File: src/rtl/mdio_pkg.sv
package mdio_pkg;
    localparam int REG_W      = 32;
    localparam int PRE_LEN    = 32;
    localparam int FRAME_LEN  = PRE_LEN + REG_W;
    localparam int CNT_W      = $clog2(FRAME_LEN);
    localparam int DSEL_W     = 2;
    localparam int MIN_HALF   = 4;
    localparam int MAX_PERIOD = 2 * MIN_HALF * (1 << ((1 << DSEL_W) - 1));
    localparam int PH_W       = $clog2(MAX_PERIOD);
    localparam int RD_OP_BIT  = 29;
    localparam int TA_BIT     = 17;
    localparam int TA_IDX     = REG_W - 1 - TA_BIT;

    typedef struct packed {
        logic rise;
        logic fall;
    } mdc_tick_t;

    function automatic logic [PH_W-1:0] half_period(input logic [DSEL_W-1:0] sel);
        return PH_W'(MIN_HALF) << sel;
    endfunction

    function automatic logic is_read_word(input logic [REG_W-1:0] w);
        return w[RD_OP_BIT];
    endfunction
endpackage

File: src/rtl/mdio_mdc_gen.sv
module mdio_mdc_gen
    import mdio_pkg::*;
(
    input  logic              clk,
    input  logic              rst,
    input  logic              start,
    input  logic              run,
    input  logic [DSEL_W-1:0] div_sel,
    output logic              mdc,
    output mdc_tick_t         tick
);
    logic [PH_W-1:0] phase;
    logic [PH_W-1:0] half_q;
    logic [PH_W:0]   period_m1;

    assign period_m1 = {half_q, 1'b0} - (PH_W+1)'(1);

    always_ff @(posedge clk) begin
        if (rst) begin
            phase  <= '0;
            half_q <= PH_W'(MIN_HALF);
        end else if (start) begin
            phase  <= '0;
            half_q <= half_period(div_sel);
        end else if (run) begin
            phase <= tick.fall ? '0 : phase + 1'b1;
        end
    end

    assign mdc       = run && (phase >= half_q);
    assign tick.rise = run && (phase == half_q);
    assign tick.fall = run && ({1'b0, phase} == period_m1);
endmodule

File: src/rtl/mdio_framer.sv
module mdio_framer
    import mdio_pkg::*;
(
    input  logic clk,
    input  logic rst,
    input  logic start,
    input  logic load_rd,
    input  logic run,
    input  logic bit_end,
    input  logic msb,
    output logic mdio_o,
    output logic mdio_oe,
    output logic shift_ok,
    output logic last_bit
);
    logic [CNT_W-1:0] cnt;
    logic [CNT_W-1:0] idx;
    logic             rd_q;
    logic             in_pre;
    logic             released;

    always_ff @(posedge clk) begin
        if (rst) begin
            cnt  <= '0;
            rd_q <= 1'b0;
        end else if (start) begin
            cnt  <= '0;
            rd_q <= load_rd;
        end else if (run && bit_end) begin
            cnt <= cnt + 1'b1;
        end
    end

    assign in_pre   = cnt < CNT_W'(PRE_LEN);
    assign idx      = cnt - CNT_W'(PRE_LEN);
    assign released = rd_q && !in_pre && (idx >= CNT_W'(TA_IDX));
    assign mdio_oe  = run && !released;
    assign mdio_o   = run && (in_pre || msb);
    assign shift_ok = run && !in_pre;
    assign last_bit = cnt == CNT_W'(FRAME_LEN - 1);
endmodule

File: src/rtl/mdio_shreg.sv
module mdio_shreg
    import mdio_pkg::*;
(
    input  logic             clk,
    input  logic             rst,
    input  logic             wr_en,
    input  logic [REG_W-1:0] wr_data,
    input  logic             mdio_i,
    input  mdc_tick_t        tick,
    input  logic             shift_ok,
    input  logic             last_bit,
    output logic [REG_W-1:0] word,
    output logic             busy,
    output logic             done,
    output logic             irq,
    output logic             start
);
    logic samp;

    assign start = wr_en && !busy;

    always_ff @(posedge clk) begin
        if (rst) begin
            samp <= 1'b0;
        end else if (tick.rise) begin
            samp <= mdio_i;
        end
    end

    always_ff @(posedge clk) begin
        if (rst) begin
            word <= '0;
            busy <= 1'b0;
            done <= 1'b0;
            irq  <= 1'b0;
        end else begin
            irq <= 1'b0;
            if (start) begin
                word <= wr_data;
                busy <= 1'b1;
                done <= 1'b0;
            end else if (busy && tick.fall) begin
                if (shift_ok) begin
                    word <= {word[REG_W-2:0], samp};
                end
                if (last_bit) begin
                    busy <= 1'b0;
                    done <= 1'b1;
                    irq  <= 1'b1;
                end
            end
        end
    end
endmodule

File: src/rtl/mdio_shift_ctrl.sv
module mdio_shift_ctrl
    import mdio_pkg::*;
(
    input  logic              clk,
    input  logic              rst,
    input  logic              wr_en,
    input  logic [REG_W-1:0]  wr_data,
    input  logic [DSEL_W-1:0] div_sel,
    input  logic              mdio_i,
    output logic [REG_W-1:0]  rd_data,
    output logic              busy,
    output logic              done,
    output logic              irq,
    output logic              mdc,
    output logic              mdio_o,
    output logic              mdio_oe
);
    mdc_tick_t tick;
    logic      start;
    logic      shift_ok;
    logic      last_bit;

    mdio_mdc_gen u_mdc (
        .clk     (clk),
        .rst     (rst),
        .start   (start),
        .run     (busy),
        .div_sel (div_sel),
        .mdc     (mdc),
        .tick    (tick)
    );

    mdio_framer u_frm (
        .clk      (clk),
        .rst      (rst),
        .start    (start),
        .load_rd  (is_read_word(wr_data)),
        .run      (busy),
        .bit_end  (tick.fall),
        .msb      (rd_data[REG_W-1]),
        .mdio_o   (mdio_o),
        .mdio_oe  (mdio_oe),
        .shift_ok (shift_ok),
        .last_bit (last_bit)
    );

    mdio_shreg u_sr (
        .clk      (clk),
        .rst      (rst),
        .wr_en    (wr_en),
        .wr_data  (wr_data),
        .mdio_i   (mdio_i),
        .tick     (tick),
        .shift_ok (shift_ok),
        .last_bit (last_bit),
        .word     (rd_data),
        .busy     (busy),
        .done     (done),
        .irq      (irq),
        .start    (start)
    );
endmodule

File: config.mk
export PLATFORM = sky130hd
export DESIGN_NAME = mdio_shift_ctrl
export DESIGN_NICKNAME = d
export VERILOG_FILES = /design/src/rtl/mdio_pkg.sv /design/src/rtl/mdio_mdc_gen.sv /design/src/rtl/mdio_framer.sv /design/src/rtl/mdio_shreg.sv /design/src/rtl/mdio_shift_ctrl.sv
export SDC_FILE = /design/constraint.sdc
export NUM_CORES = 1
export LEC_CHECK = 0
export BUFFER_PORTS_ARGS = -buffer_cell sky130_fd_sc_hd__buf_2
export CAP_MARGIN = 20
export CORE_ASPECT_RATIO = 1.4
export CORE_UTILIZATION = 49
export CTS_BUF_LIST = sky130_fd_sc_hd__clkbuf_8
export DETAILED_ROUTE_END_ITERATION = 12
export HOLD_SLACK_MARGIN = 0.06
export PLACE_DENSITY = 0.83
export SETUP_SLACK_MARGIN = 0.4
export SLEW_MARGIN = 20
export SYNTH_ARGS = -nofsm -noshare
export SYNTH_HDL_FRONTEND = slang
export SYNTH_SLANG_ARGS = --single-unit
File: constraint.sdc
create_clock -name clk -period 2.09 [get_ports clk]
set_clock_uncertainty 0.05 [all_clocks]
set_input_delay 0.1045 -clock clk [delete_from_list [all_inputs] [get_ports clk]]
set_output_delay 0.1045 -clock clk [all_outputs]
set_load 0.02 [all_outputs]
# Word level (Yosys, flattened, before mapping)
# Cells that the tools add are included.
[word_totals]
elab_cells = 51
inputBits = 38
reg_bits = 55
[classes]
addsub = 4
n_mux = 8
reduce_logical = 22
n_bitwise = 1
magnitude_cmp = 3
eq_ne = 3
shifts = 1
[ops]
columns = ["cell", "n"]
rows = [
  ["32-bit two-way mux", 3],
  ["6-bit by 1-bit adder with 6-bit output (second input constant)", 2],
  ["1-bit logical AND", 10],
  ["6-bit by 7-bit == test with 1-bit output", 1],
  ["7-bit by 1-bit subtractor with 7-bit output (second input constant)", 1],
  ["6-bit == test", 1],
  ["6-bit == test (second input constant)", 1],
  ["6-bit by 4-bit >= comparator with 1-bit output (second input constant)", 1],
  ["6-bit >= comparator", 1],
  ["6-bit < comparator (second input constant)", 1],
  ["6-bit two-way mux", 1],
  ["2-bit AND reduction", 3],
  ["2-bit nonzero test", 3],
  ["3-bit by 2-bit left shift with 6-bit output (first input constant)", 1],
  ["6-bit subtractor (second input constant)", 1],
  ["1-bit two-way mux", 4],
  ["1-bit zero test", 3],
  ["3-bit OR reduction", 1],
  ["2-bit OR reduction", 1],
  ["1-bit logical OR", 1],
  ["1-bit inverter", 1],
]

# Longest topological paths before layout
[depth]
word_depth = 6
mapped_depth = 10
depth_no_buf = 7

# By module
# Synthesis repeated with hierarchy kept, for this count alone.
[unflattened]
hier_cells = 287
area_unflattened_um2 = 2683.8
[modules_own_cells]
columns = ["mod", "instances", "cells_each", "area_each_um2", "seq_area_each_um2"]
rows = [
  ["mdio_shreg", 1, 165, 1679.1, 720.7],
  ["mdio_mdc_gen", 1, 78, 651.9, 200.2],
  ["mdio_framer", 1, 44, 352.8, 140.1],
]

# Worst setup path before layout
# OpenSTA, ideal clock, no wires.
[synth_timing]
kind = "flip-flop to flip-flop"
start = "register u_mdc.half_q[2]"
end = "register u_sr.word[10]"
setup_time_ns = 0.083
slack_ns = 0.014
arrival_time_ns = 1.944
path_buffers = 3
synth_period_minus_slack_ns = 2.076
stages_incl_launch_ff = 11
path_cell_list = "dfxtp_1 > inv_1 > ha_1 > xor2_1 > and3_4 > o211a_1 > buf_6 > or2_1 > buf_6 > buf_6 > o221ai_2"
[synth_between]
elab_chain_cells = 6
[synth_lines]
columns = ["element", "line_no", "source"]
rows = [
  ["start: declaration", "mdio_mdc_gen.sv:13", "logic [PH_W-1:0] half_q;"],
  ["start signal: assignment", "mdio_mdc_gen.sv:21", "half_q <= PH_W'(MIN_HALF);"],
  ["start signal: assignment", "mdio_mdc_gen.sv:24", "half_q <= half_period(div_sel);"],
  ["7-bit by 1-bit subtractor with 7-bit output", "mdio_mdc_gen.sv:16", "assign period_m1 = {half_q, 1'b0} - (PH_W+1)'(1);"],
  ["6-bit by 7-bit == test with 1-bit output", "mdio_mdc_gen.sv:32", "assign tick.fall = run && ({1'b0, phase} == period_m1);"],
  ["1-bit logical AND", "mdio_mdc_gen.sv:32", ""],
  ["1-bit logical AND", "mdio_shreg.sv:42", "end else if (busy && tick.fall) begin"],
  ["2-bit nonzero test (no line)", "-", ""],
  ["2-bit AND reduction (no line)", "-", ""],
  ["end signal: assignment", "mdio_shreg.sv:39", "word <= wr_data;"],
  ["end signal: assignment", "mdio_shreg.sv:44", "word <= {word[REG_W-2:0], samp};"],
  ["end: declaration", "mdio_shreg.sv:12", "output logic [REG_W-1:0] word,"],
]
# Every way passes these cells.
# A chain may end at the register's enable or synchronous reset.

# Worst setup path in the final report
[layout_timing]
start = "register u_mdc.half_q[3]"
end = "register u_sr.word[21]"
# Same word-level chain as after synthesis.

==> implementation parameters <==
Parameter                              Value

Synthesis
  Synth Instances    around 310
  Adder-cell area share of the yosys netlist    0.0414
  Yosys cell types    36
  Post-synthesis simple-gate area fraction    0.243
  Number of enable-type register cells in the synthesized netlist    0
  Synth Area in Compound Gates    0.223
  Portion of the post-synthesis area used by sequential elements    0.390
  Dominant combinational cell family by area after synthesis    simple AND/OR/NAND/NOR gates
  Share of synthesized registers carrying an async set or reset    0
  Number of synthesized register bits    53
  Parity-gate share of the synthesized area counting xor and xnor cells    0.0290
  Post-synthesis instance area    0.00272 sq mm
  Avg Synthesized Cell Area    about 8.7 sq um
  Yosys warning count    0
  Most used DFF post-synth    sky130_fd_sc_hd__dfxtp_1
  Mux contribution to synthesized area    0.00736
  Total nets after synthesis    360

GRT
  First-pass GRT wire length    around 12 mm
  Vias in the first global route    2746
  Remaining Overflow, GRT    0
  Antenna violations before repair    0
  Pin count of the biggest net entering global routing    40
  GRT Total Usage    0.262

Clock tree
  Buffer type at the clock tree root    sky130_fd_sc_hd__clkbuf_8
  Deepest level of the CTS H-tree    2
  Number of sinks driven by the clock tree    53
  Buffer depth of the longest clock path    2
  Number of clock buffers inserted by TritonCTS    5
  CTS tree    yes
  Insertion delay of the later-clocked pin in the worst-skew pair    310 ps
  Worst-path clk slew    90 ps

Setup path
  Critical setup path kind    reg2reg
  Data arrival at the endpoint of the critical path    2190 ps
  Maximum net fanout on the critical path    8
  WP data required    ~2200 ps
  Critical Path Source Type    register
  CP endpoint kind    register

Placement
  Number of port buffers    75
  Pre-CTS setup slack    53.9 ps
  Cell count after placement    438
  HPWL after detailed placement    approximately 4.5 mm
  Routability-driven placement congestion ratio    between 0.8 and 0.9

Pwr
  Power density over the cells    563 mW/mm^2
  Static power due to leakage    about 1.7 nW
  Maximum vdd ir drop    roughly 0.57 mV
  Total chip power    2.26 mW

Cells and area
  Layout overhead on the synthesized area    47.8%
  Layout cells sized above 1    0.413
  # fillers    337
  N_diodes    0
  Fin nets    480
  Final Instance Count excl. Fillers    499

Floorplanning
  Vertical extent of the die    90.2 um
  Number of rows in the core area    31
  Die Footprint    0.00586 sq mm
  Width of the die    65.0 um
  Core region area    0.00528 sq mm
  Boundary Pins    between 70 and 80
  Initial Utilization    0.516

Timing
  Tightest slew margin relative to the limit    0.594
  Pins over their slew limit    0
  Hold Fails Final Rpt    0
  Achievable Freq    0.484 GHz
  Slew of the pin with the lowest slew margin    608 ps
  Final number of setup-violating endpoints    0
  Period Utilization, post-route    0.988
  PnR worst setup slack    24.4 ps
  Setup repair after global routing missed its margin    yes
  Final worst path period need    2070 ps
  Hold WS    approximately 100 ps

Detailed routing
  Violation count after the first detailed-route iteration    206
  First-pass iteration count of the detailed router    4
  Vias per cell    approximately 5.9
  WL final    8.74 mm
  Avg WL per Cell    17.5 um
  Drc violations    0
  Post-DRT Antenna Nets    0
  Via count    about 2900

Worst hold path
  Class of the most critical hold timing path    in2reg

Flow run
  Max capacitance violation total    0

Outcome
  Result of the run    complete, no violations
where the power goes:
group | switching (mW) | leakage (nW) | total [mW] | internal (mW)
registers | 0.0407 | 0.437 | 1.09 | 1.05
logic | 0.268 | 1.20 | 0.483 | 0.215
clock network | 0.338 | 0.0540 | 0.687 | 0.349
per-stage QoR:
step           TNS, ps  cell area, sq um  utilization
2_1_floorplan        0              2760            -
6_report             0              4020        0.762
5_1_grt          -37.5              4020        0.762
4_1_cts              0              3710        0.703
3_3_place_gp         0              3160        0.599
3_5_place_dp         0              3160        0.599
repair_timing:
item | 4_1_cts | 5_1_grt
setup endpoints to repair | 42 | 49
pin swaps | 6 | 16
hold buffers | 34 | 0
endpoints found under the hold margin | 36 | 0
cloned | 1 | 3
setup buffers | 6 | 10
resized for setup | 9 | 35
cells by family (layout without fill, tap and decap cells):
kind of cell    count (synthesis)  after routing
fa+ha+maj                       9              9
compound gates                 58             58
flops                          53             53
xor+xnor                        9              9
buf+inv                        37            157
mux                             2              2
simple gates                  145            145
layout make-up:
type / count / area [sq um] / area share
clock buffers: 5 / 68.8 / 0.0171
clock inverters: 2 / 35.0 / 0.00871
inverters: 12 / 47.5 / 0.0118
multi-input cells: 223 / 1660 / 0.414
flip-flops and latches: 53 / 1080 / 0.268
well taps: 66 / 82.6 / 0.0205
repair buffers: 138 / 1050 / 0.260
layout by cell type (no fill, tap or decap), drive strengths merged, types with 2 or more instances in the layout:
cell	netlist	final
a21o	2	2
ha	9	9
xor2	7	7
inv	12	12
dlygate4sd3	0	34
and3	6	6
buf	9	101
o21ai	7	7
xnor2	2	2
o211ai	2	2
nor2	11	11
a31oi	2	2
or3	3	3
nand4	2	2
mux2i	2	2
nand3b	2	2
nor3	5	5
dfxtp	53	53
nand3	36	36
clkbuf	16	8
nand2	74	74
o221ai	30	30
a21oi	12	12
flip-flops by register name, indices dropped and copies added, names as in the netlist:
name and count:
u_mdc.half_q 4, u_sr.word 32, u_sr.done 1, u_mdc.phase 6, u_sr.samp 1, u_sr.busy 1, u_frm.cnt 6, u_sr.irq 1
u_frm.rd_q 1
synthesized netlist by cell type, types with 2 or more instances:
library cell | n | area share
sky130_fd_sc_hd__buf_6 | 5 | 0.021
sky130_fd_sc_hd__nor3_1 | 5 | 0.0092
sky130_fd_sc_hd__or3_1 | 3 | 0.0069
sky130_fd_sc_hd__a21o_1 | 2 | 0.0055
sky130_fd_sc_hd__a21oi_1 | 12 | 0.022
sky130_fd_sc_hd__buf_1 | 3 | 0.0041
sky130_fd_sc_hd__clkbuf_1 | 16 | 0.022
sky130_fd_sc_hd__mux2i_1 | 2 | 0.0074
sky130_fd_sc_hd__nand3_1 | 36 | 0.066
sky130_fd_sc_hd__o211ai_1 | 2 | 0.0055
sky130_fd_sc_hd__o221ai_2 | 29 | 0.16
sky130_fd_sc_hd__a31oi_1 | 2 | 0.0046
sky130_fd_sc_hd__nand4_1 | 2 | 0.0046
sky130_fd_sc_hd__xnor2_1 | 2 | 0.0064
sky130_fd_sc_hd__dfxtp_1 | 53 | 0.39
sky130_fd_sc_hd__xor2_1 | 7 | 0.023
sky130_fd_sc_hd__nor2_1 | 11 | 0.015
sky130_fd_sc_hd__o21ai_1 | 5 | 0.0092
sky130_fd_sc_hd__ha_1 | 9 | 0.041
sky130_fd_sc_hd__nand3b_1 | 2 | 0.0055
sky130_fd_sc_hd__inv_1 | 12 | 0.017
sky130_fd_sc_hd__o21ai_0 | 2 | 0.0037
sky130_fd_sc_hd__and3_1 | 5 | 0.011
sky130_fd_sc_hd__nand2_1 | 74 | 0.10
path summary, 6_finish.rpt:
path	start	to	slack, ps	cells after the start
worst max-delay path	u_mdc.half_q[3]$_SDFFE_PP0P_	u_sr.word[21]$_SDFFE_PP0P_	20	7
worst min register to register	u_frm.rd_q$_SDFFE_PP0P_	u_frm.rd_q$_SDFFE_PP0P_	460	2
worst max register to register	u_mdc.half_q[3]$_SDFFE_PP0P_	u_sr.word[21]$_SDFFE_PP0P_	20	7
worst min-delay path	wr_data[30]	u_sr.word[30]$_SDFFE_PP0P_	100	4
worst max-delay path: stages, from the launching register on:
cell and delay [ps]:
sky130_fd_sc_hd__dfxtp_2 350, sky130_fd_sc_hd__buf_4 140, sky130_fd_sc_hd__o21ai_0 300, sky130_fd_sc_hd__nor4b_4 340, sky130_fd_sc_hd__o211a_4 240, sky130_fd_sc_hd__or2_4 200, sky130_fd_sc_hd__clkbuf_16 190, sky130_fd_sc_hd__o221ai_2 100
per-layer routing:
layer  global-route usage  wire (um)  up-vias
met1                0.293       3170     1389
met2                0.471       4550      165
met4                0.107        427        0
li1                     -          -     1343
met3               0.0470        596       37
met5                    0          0        -
(Power assumes the default switching activity.)
